[config.mk]
export PLATFORM = sky130hd
export DESIGN_NAME = rxfifo_ctl
export DESIGN_NICKNAME = d
export VERILOG_FILES = /design/src/rtl/rxfifo_pkg.sv /design/src/rtl/rxfifo_flags.sv /design/src/rtl/rxfifo_store.sv /design/src/rtl/rxfifo_csr.sv /design/src/rtl/rxfifo_ctl.sv
export SDC_FILE = /design/constraint.sdc
export NUM_CORES = 2
export LEC_CHECK = 0
export CAP_MARGIN = 10
export CORE_MARGIN = 3
export CORE_UTILIZATION = 30
export DETAILED_ROUTE_END_ITERATION = 12
export DONT_BUFFER_PORTS = 1
export GPL_TIMING_DRIVEN = 0
export SLEW_MARGIN = 10
export SYNTH_ARGS = -nofsm -noshare
export SYNTH_HDL_FRONTEND = slang
export SYNTH_SLANG_ARGS = --single-unit
[constraint.sdc]
create_clock -name clk -period 5 [get_ports clk]
set_clock_uncertainty 0.2 [all_clocks]
set_input_delay 0.5 -clock clk [delete_from_list [all_inputs] [get_ports clk]]
set_output_delay 0.5 -clock clk [all_outputs]
set_load 0.02 [all_outputs]
[src/rtl/rxfifo_pkg.sv]
package rxfifo_pkg;

    localparam int REG_AW = 3;

    // register word addresses
    localparam logic [REG_AW-1:0] A_CTRL = 3'd0;
    localparam logic [REG_AW-1:0] A_STAT = 3'd1;
    localparam logic [REG_AW-1:0] A_LVL  = 3'd2;
    localparam logic [REG_AW-1:0] A_DATA = 3'd3;
    localparam logic [REG_AW-1:0] A_CAP  = 3'd4;
    localparam logic [REG_AW-1:0] A_CNT  = 3'd5;

    // control bit positions
    localparam int B_BRST = 0;
    localparam int B_FRST = 2;
    localparam int B_RXEN = 5;

    // status bit positions
    localparam int B_NE   = 12;
    localparam int B_NAE  = 13;
    localparam int B_NAF  = 14;
    localparam int B_NF   = 15;
    localparam int B_UNF  = 22;
    localparam int B_OVF  = 23;

    // level field widths and reset value
    localparam int AE_W      = 16;
    localparam int AF_W      = 8;
    localparam int AF_LSB    = 16;
    localparam int CAP_W     = 20;
    localparam int LVL_RESET = 32;

    typedef struct packed {
        logic nf;
        logic naf;
        logic nae;
        logic ne;
    } lvl_flags_t;

endpackage

[src/rtl/rxfifo_flags.sv]
module rxfifo_flags
    import rxfifo_pkg::*;
#(
    parameter int DEPTH = 64,
    parameter int CW    = $clog2(DEPTH + 1)
) (
    input  logic [CW-1:0]   count_i,
    input  logic [AE_W-1:0] ae_lvl_i,
    input  logic [AF_W-1:0] af_lvl_i,
    output lvl_flags_t      flags_o
);

    logic [31:0] used_w;
    logic [31:0] free_w;

    always_comb begin
        used_w        = 32'(count_i);
        free_w        = 32'(DEPTH) - used_w;
        flags_o.ne    = (used_w != 32'd0);
        flags_o.nae   = (used_w > 32'(ae_lvl_i));
        flags_o.naf   = (free_w > 32'(af_lvl_i));
        flags_o.nf    = (used_w != 32'(DEPTH));
    end

endmodule

[src/rtl/rxfifo_store.sv]
module rxfifo_store #(
    parameter int DW    = 32,
    parameter int DEPTH = 64,
    parameter int CW    = $clog2(DEPTH + 1)
) (
    input  logic          clk,
    input  logic          rst_n,
    input  logic          push_i,
    input  logic [DW-1:0] data_i,
    input  logic          pop_i,
    input  logic          flush_i,
    output logic [CW-1:0] count_o,
    output logic [DW-1:0] head_o,
    output logic          ovf_o,
    output logic          unf_o
);

    localparam int AW   = (DEPTH > 1) ? $clog2(DEPTH) : 1;
    localparam bit POW2 = (DEPTH == (1 << AW));

    typedef struct packed {
        logic [AW-1:0] wr;
        logic [AW-1:0] rd;
        logic [CW-1:0] cnt;
    } st_t;

    st_t           st_d, st_q;
    logic [DW-1:0] mem [DEPTH];
    logic [AW-1:0] wr_nx, rd_nx;
    logic          full, empty, do_push, do_pop;

    generate
        if (POW2) begin : g_pow2
            assign wr_nx = st_q.wr + AW'(1);
            assign rd_nx = st_q.rd + AW'(1);
        end else begin : g_wrap
            assign wr_nx = (st_q.wr == AW'(DEPTH - 1)) ? '0 : st_q.wr + AW'(1);
            assign rd_nx = (st_q.rd == AW'(DEPTH - 1)) ? '0 : st_q.rd + AW'(1);
        end
    endgenerate

    assign full    = (st_q.cnt == CW'(DEPTH));
    assign empty   = (st_q.cnt == '0);
    assign do_push = push_i && !full && !flush_i;
    assign do_pop  = pop_i && !empty && !flush_i;

    always_comb begin
        st_d = st_q;
        if (flush_i) begin
            st_d = '0;
        end else begin
            if (do_push) st_d.wr = wr_nx;
            if (do_pop)  st_d.rd = rd_nx;
            case ({do_push, do_pop})
                2'b10:   st_d.cnt = st_q.cnt + CW'(1);
                2'b01:   st_d.cnt = st_q.cnt - CW'(1);
                default: st_d.cnt = st_q.cnt;
            endcase
        end
    end

    always_ff @(posedge clk or negedge rst_n) begin
        if (!rst_n) st_q <= '0;
        else        st_q <= st_d;
    end

    always_ff @(posedge clk) begin
        if (do_push) mem[st_q.wr] <= data_i;
    end

    assign head_o  = mem[st_q.rd];
    assign count_o = st_q.cnt;
    assign ovf_o   = push_i && full && !flush_i;
    assign unf_o   = pop_i && empty && !flush_i;

    AST_CNT_BOUND: assert property (@(posedge clk) disable iff (!rst_n)
        st_q.cnt <= CW'(DEPTH)) else $error("count above depth");
    AST_FLUSH_EMPTIES: assert property (@(posedge clk) disable iff (!rst_n)
        flush_i |=> (st_q.cnt == '0)) else $error("flush left words");
    AST_EMPTY_POP_HOLDS: assert property (@(posedge clk) disable iff (!rst_n)
        (pop_i && !push_i && empty) |=> (st_q.cnt == '0)) else $error("empty pop moved count");
    AST_FULL_PUSH_HOLDS: assert property (@(posedge clk) disable iff (!rst_n)
        (push_i && !pop_i && !flush_i && full) |=> full) else $error("full push changed count");

endmodule

[src/rtl/rxfifo_csr.sv]
module rxfifo_csr
    import rxfifo_pkg::*;
#(
    parameter int DW            = 32,
    parameter int DEPTH         = 64,
    parameter int CW            = $clog2(DEPTH + 1),
    parameter int SETTLE_CYCLES = 200
) (
    input  logic              clk,
    input  logic              rst_n,
    input  logic              reg_wr_i,
    input  logic              reg_rd_i,
    input  logic [REG_AW-1:0] reg_addr_i,
    input  logic [31:0]       reg_wdata_i,
    output logic [31:0]       reg_rdata_o,
    input  logic              port_valid_i,
    input  logic [CW-1:0]     count_i,
    input  logic [DW-1:0]     head_i,
    input  lvl_flags_t        flags_i,
    input  logic              ovf_evt_i,
    input  logic              unf_evt_i,
    output logic              push_o,
    output logic              pop_o,
    output logic              flush_o,
    output logic [AE_W-1:0]   ae_lvl_o,
    output logic [AF_W-1:0]   af_lvl_o
);

    localparam int SW = (SETTLE_CYCLES > 0) ? $clog2(SETTLE_CYCLES + 1) : 1;

    typedef struct packed {
        logic            rx_en;
        logic [AE_W-1:0] ae;
        logic [AF_W-1:0] af;
        logic            ovf;
        logic            unf;
        logic [SW-1:0]   settle;
        logic [31:0]     rdata;
        logic [DW-1:0]   last;
    } csr_t;

    csr_t        st_d, st_q;
    logic        ctrl_wr, stat_wr, lvl_wr, brst, frst, settling, data_rd;
    logic [31:0] stat_w, ctrl_w, data_w;
    logic        unused_wbits;

    assign unused_wbits = ^reg_wdata_i[31:24];

    always_comb begin
        ctrl_wr  = reg_wr_i && (reg_addr_i == A_CTRL);
        stat_wr  = reg_wr_i && (reg_addr_i == A_STAT);
        lvl_wr   = reg_wr_i && (reg_addr_i == A_LVL);
        brst     = ctrl_wr && reg_wdata_i[B_BRST];
        frst     = ctrl_wr && reg_wdata_i[B_FRST] && !brst;
        settling = (st_q.settle != '0);
        data_rd  = reg_rd_i && (reg_addr_i == A_DATA);

        push_o   = port_valid_i && st_q.rx_en && !settling;
        pop_o    = data_rd && !settling;
        flush_o  = brst || frst;

        stat_w         = '0;
        stat_w[B_NE]   = flags_i.ne;
        stat_w[B_NAE]  = flags_i.nae;
        stat_w[B_NAF]  = flags_i.naf;
        stat_w[B_NF]   = flags_i.nf;
        stat_w[B_UNF]  = st_q.unf;
        stat_w[B_OVF]  = st_q.ovf;

        ctrl_w         = '0;
        ctrl_w[B_RXEN] = st_q.rx_en;

        data_w = (settling || (count_i == '0)) ? 32'(st_q.last) : 32'(head_i);

        st_d = st_q;

        if (settling) st_d.settle = st_q.settle - SW'(1);
        if (ctrl_wr)  st_d.rx_en  = reg_wdata_i[B_RXEN];
        if (lvl_wr) begin
            st_d.ae = reg_wdata_i[AE_W-1:0];
            st_d.af = reg_wdata_i[AF_LSB +: AF_W];
        end
        if (stat_wr && reg_wdata_i[B_UNF]) st_d.unf = 1'b0;
        if (stat_wr && reg_wdata_i[B_OVF]) st_d.ovf = 1'b0;
        if (ovf_evt_i) st_d.ovf = 1'b1;
        if (unf_evt_i) st_d.unf = 1'b1;
        if (frst) begin
            st_d.ovf = 1'b0;
            st_d.unf = 1'b0;
        end
        if (brst) begin
            st_d.rx_en  = 1'b0;
            st_d.ae     = AE_W'(LVL_RESET);
            st_d.af     = AF_W'(LVL_RESET);
            st_d.ovf    = 1'b0;
            st_d.unf    = 1'b0;
            st_d.settle = SW'(SETTLE_CYCLES);
        end

        if (reg_rd_i) begin
            case (reg_addr_i)
                A_CTRL:  st_d.rdata = ctrl_w;
                A_STAT:  st_d.rdata = stat_w;
                A_LVL:   st_d.rdata = {8'd0, st_q.af, st_q.ae};
                A_DATA:  st_d.rdata = data_w;
                A_CAP:   st_d.rdata = {{(32 - CAP_W){1'b0}}, CAP_W'(DEPTH)};
                A_CNT:   st_d.rdata = 32'(count_i);
                default: st_d.rdata = '0;
            endcase
        end

        if (pop_o && (count_i != '0)) st_d.last = head_i;
    end

    always_ff @(posedge clk or negedge rst_n) begin
        if (!rst_n) begin
            st_q    <= '0;
            st_q.ae <= AE_W'(LVL_RESET);
            st_q.af <= AF_W'(LVL_RESET);
        end else begin
            st_q <= st_d;
        end
    end

    assign reg_rdata_o = st_q.rdata;
    assign ae_lvl_o    = st_q.ae;
    assign af_lvl_o    = st_q.af;

    AST_OVF_LATCH: assert property (@(posedge clk) disable iff (!rst_n)
        (ovf_evt_i && !flush_o) |=> st_q.ovf) else $error("overrun not latched");
    AST_UNF_LATCH: assert property (@(posedge clk) disable iff (!rst_n)
        (unf_evt_i && !flush_o) |=> st_q.unf) else $error("underrun not latched");
    AST_W1C_KEEPS: assert property (@(posedge clk) disable iff (!rst_n)
        (st_q.ovf && !(stat_wr && reg_wdata_i[B_OVF]) && !flush_o) |=> st_q.ovf)
        else $error("overrun dropped without clear");
    AST_BRST_DEFAULTS: assert property (@(posedge clk) disable iff (!rst_n)
        brst |=> (st_q.ae == AE_W'(LVL_RESET) && st_q.af == AF_W'(LVL_RESET) && !st_q.rx_en))
        else $error("board reset defaults");
    AST_RDATA_HOLD: assert property (@(posedge clk) disable iff (!rst_n)
        !reg_rd_i |=> $stable(reg_rdata_o)) else $error("read data moved");

endmodule

[src/rtl/rxfifo_ctl.sv]
module rxfifo_ctl
    import rxfifo_pkg::*;
#(
    parameter int DW        = 32,
    parameter int DEPTH     = 64,
    parameter int CLK_MHZ   = 20,
    parameter int SETTLE_US = 10
) (
    input  logic              clk,
    input  logic              rst_n,
    input  logic              port_valid_i,
    input  logic [DW-1:0]     port_data_i,
    input  logic              reg_wr_i,
    input  logic              reg_rd_i,
    input  logic [REG_AW-1:0] reg_addr_i,
    input  logic [31:0]       reg_wdata_i,
    output logic [31:0]       reg_rdata_o
);

    localparam int CW            = $clog2(DEPTH + 1);
    localparam int SETTLE_CYCLES = CLK_MHZ * SETTLE_US;

    logic [CW-1:0]   count_w;
    logic [DW-1:0]   head_w;
    logic            push_w, pop_w, flush_w, ovf_w, unf_w;
    logic [AE_W-1:0] ae_w;
    logic [AF_W-1:0] af_w;
    lvl_flags_t      flags_w;

    rxfifo_csr #(
        .DW(DW), .DEPTH(DEPTH), .CW(CW), .SETTLE_CYCLES(SETTLE_CYCLES)
    ) u_csr (
        .clk(clk), .rst_n(rst_n),
        .reg_wr_i(reg_wr_i), .reg_rd_i(reg_rd_i), .reg_addr_i(reg_addr_i),
        .reg_wdata_i(reg_wdata_i), .reg_rdata_o(reg_rdata_o),
        .port_valid_i(port_valid_i), .count_i(count_w), .head_i(head_w),
        .flags_i(flags_w), .ovf_evt_i(ovf_w), .unf_evt_i(unf_w),
        .push_o(push_w), .pop_o(pop_w), .flush_o(flush_w),
        .ae_lvl_o(ae_w), .af_lvl_o(af_w)
    );

    rxfifo_store #(
        .DW(DW), .DEPTH(DEPTH), .CW(CW)
    ) u_store (
        .clk(clk), .rst_n(rst_n),
        .push_i(push_w), .data_i(port_data_i), .pop_i(pop_w), .flush_i(flush_w),
        .count_o(count_w), .head_o(head_w), .ovf_o(ovf_w), .unf_o(unf_w)
    );

    rxfifo_flags #(
        .DEPTH(DEPTH), .CW(CW)
    ) u_flags (
        .count_i(count_w), .ae_lvl_i(ae_w), .af_lvl_i(af_w), .flags_o(flags_w)
    );

    AST_FULL_FLAGS: assert property (@(posedge clk) disable iff (!rst_n)
        (count_w == CW'(DEPTH)) |-> (!flags_w.nf && flags_w.ne))
        else $error("full flags wrong");
    AST_COUNT_STEADY: assert property (@(posedge clk) disable iff (!rst_n)
        (!push_w && !pop_w && !flush_w) |=> $stable(count_w))
        else $error("count moved with no request");

endmodule

==> metrics.txt <==
run status=finished, violations left; total internal power=around 29 mW; Gate Count Post-Synth=approximately 4000; multi-input logic area=0.0184 sq mm; global-route wire length before repair=approximately 360000 microns; CTS tree=yes; FMAX=between 150 and 200 MHz; Finished Layout Cells=~8500; P&R area growth vs syn=20.1%; Final Max Tran Viols=0; Final ANT Viol Nets=0; Peak VDD IR=roughly 0.38 mV; DRC Markers=0; core area=around 0.28 sq mm; combinational power share=0.042; DR vias=between 40000 and 50000; cell leakage power=between 30 and 40 nW; power share of the clock group=0.423; CTS Buf Count=215; global route overflow=0; Avg Inst Size Synth=around 20 sq um; WP data arrival=between 5 and 6 ns; vias per cell=around 5.5; Startpoint Class=flop; root buf cell=clkbuf_16; fin crit share=1.04; worst endpoint required time=5.53 ns; largest net degree at the start of global routing=119; clock buffer depth=3; slack of the worst reg-to-reg path=-0.19 ns; Clock Sinks=between 2000 and 2500; Post-Syn Nets=roughly 4200; switching share of power=0.218; Storage cell area=between 0.06 and 0.07 sq mm; drt first pass iters=7; RSZ-0062 raised after global routing=yes; I/O Pins=about 100; Unique masters post-synth=70; actual slew at the worst max-slew pin=approximately 1.4 ns; Area after DPL=a little over 0.09 sq mm; DR WL/cell=roughly 31 microns; synth top area cells=edfxtp_1, mux4_2, dfrtp_1; Die Area=approximately 0.29 sq mm; post-synthesis sequential element count=around 2200; die width=534 microns; filler instances=~25000; fraction of power consumed by sequential logic=0.535; final worst slack=-0.185 ns; post-synthesis sequential area ratio=0.769; Max-slew headroom=0.0474; switching pwr=8.18 mW; DP Wirelength=approximately 180000 microns; Period minus WS final=5.19 ns; share of cells above drive strength 1=0.246; initial antenna violation count=13; Post-synth ARST share=0.0545; failing checks=setup timing; CP Class=flop to flop; H-tree depth=4; Cell Area, Synth=about 0.084 sq mm; Placed Instances=slightly below 8000; endpoint class of the critical path=flop; post-synth top area share=0.734; Skew-Pair Late Insertion Delay=0.85 ns; DP Worst Slack=-0.0792 ns; Die H=around 530 microns; power per cell area=about 370 mW/mm^2; GP Congestion=0.888; routed wire length=about 260000 microns; First DRT Iteration DRCs=6827; Nets=roughly 4700; # rows=around 190; Final TNS setup=-1.08 ns; Min-Delay Path Class=input port to async pin; Worst Hold Margin=approximately 0.13 ns; Final Instance Area=0.101 sq mm; CP max FO=10; Total GRT Usage=0.181; area leader, netlist=edfxtp_1; ys flop type=edfxtp_1; synth warn=0; MaxCap Viol Count=0; clk slew on worst S/H paths=approximately 0.060 ns; final setup violation count=13; Port Buf Inserts=0; initial core utilization=0.302; vias in the first global route=between 40000 and 50000; Final Hold Fails=0; Post-synth EDFFs=just over 2000
## path summary, 6_finish.rpt
path | depth (start not counted) | end | from
hold / removal | 2 | u_csr.ae_lvl_o[2] | rst_n
setup / recovery | 8 | u_csr.reg_rdata_o[2] | u_store.st_q[10]
setup reg to reg | 8 | u_csr.reg_rdata_o[2] | u_store.st_q[10]
max in group asynchronous | 2 | u_csr.st_q[67] | rst_n
min in group clk | 3 | u_csr.ae_lvl_o[5] | reg_wdata_i[5]
hold reg to reg | 2 | u_csr.st_q[14] | u_csr.st_q[14]
## layout by cell type (no fill, tap or decap), types with 12 or more instances in the layout
cell and n:
a211o_1 22, a21o_1 24, a21oi_1 80, a221oi_1 12, a22o_1 16, a22oi_1 123
buf_1 30, buf_12 68, buf_16 84, buf_2 58, buf_4 78, bufinv_16 16
clkbuf_1 148, clkbuf_16 215, clkinv_1 46, clkinv_2 45, dfrtp_1 116, dlygate4sd3_1 91
edfxtp_1 2048, ha_1 21, inv_1 27, mux2i_1 109, mux4_2 464, nand2_1 162
nand2b_1 15, nand3_1 32, nor2_1 84, nor2_4 64, nor2b_1 16, nor3_1 23
o21ai_0 29, o22ai_1 135, or3_1 15
## synth_stat cells, drive strengths merged (4+ instances only)
cell / number
or3: 15
o211ai: 8
ha: 21
a221oi: 12
mux4: 464
edfxtp: 2048
o22a: 7
dfrtp: 116
o22ai: 135
nand4: 11
mux2: 6
xor2: 10
a22o: 16
nor3: 31
a211oi: 6
xnor2: 9
nor2: 149
and3: 9
inv: 27
mux2i: 109
a21o: 24
nand2: 162
nand3b: 8
or2: 8
a21oi: 80
a211o: 22
nor2b: 16
o31ai: 11
nand3: 33
nand2b: 15
or4: 12
buf: 150
clkbuf: 115
nor4: 5
and2: 6
o21ai: 30
o21bai: 4
a221o: 6
a31oi: 11
a22oi: 123
o21a: 4
## power by group through the flow
| stage | clock network, mW | logic (mW) | registers (mW) |
|---|---|---|---|
| 2_1_floorplan | 0 | 0.721 | 20.4 |
| 3_3_place_gp | 0 | 1.08 | 20.4 |
| 3_5_place_dp | 0 | 1.10 | 20.4 |
| 4_1_cts | 16.0 | 1.57 | 20.0 |
| 5_1_grt | 16.7 | 1.68 | 20.0 |
| 6_report | 15.8 | 1.58 | 20.0 |
## registers in the layout (all words and copies together), names as in the netlist
name               count
u_store.count_o        7
u_csr.st_q            42
u_csr.ae_lvl_o        16
u_csr.ctrl_w           1
u_store.mem         2048
u_store.st_q          12
u_csr.reg_rdata_o     32
u_csr.af_lvl_o         8
## stage by stage
stage          utilization  total power, mW
2_1_floorplan            -             21.1
3_3_place_gp         0.319             21.5
3_5_place_dp         0.330             21.5
4_1_cts              0.362             37.6
5_1_grt              0.363             38.4
6_report             0.363             37.4
## metal layers
metal  wire (microns)  global-route usage  vias up
met5              304                   0        -
met4            12800              0.0759       14
met3            30100              0.0508      599
met2           120000               0.278     2941
met1           101000               0.241    24600
li1                 -                   -    18000
## final cells by class
class                      instances  area share
antenna                           10    0.000249
buffer                           264      0.0132
clock buffer                     254      0.0549
clock inverter                   136      0.0136
inverter                          27     0.00101
multi-input combinational       1628       0.183
sequential                      2166       0.640
tap                             3705      0.0461
timing repair buffer             267      0.0474
## critical path, cell delays in order (launching register included)
cell and delay [ns]:
dfrtp_1 0.45, buf_2 0.42, buf_2 0.35, clkbuf_1 1.01, nand3_1 1.02, o22a_1 0.49
a31oi_1 0.48, nor3_2 0.29, a211o_1 0.33
## cell families after synthesis
logic type	Yosys count	synth area share
flip-flops	2166	0.769
multiplexers	579	0.139
AO/OA/AOI/OAI	519	0.0427
AND/OR/NAND/NOR	490	0.0273
buffers and inverters	292	0.0170
adder cells (fa/ha/maj)	21	0.00314
XOR/XNOR	19	0.00199
## repair_timing
action,in CTS,in global routing
gates resized for setup,3,6
endpoints found under the hold margin,2214,0
cloned,0,0
endpoints found under the setup margin,27,193
hold buffers,124,0
pin swaps,1,12
setup buffers,3,25
(Power assumes the default switching activity.)
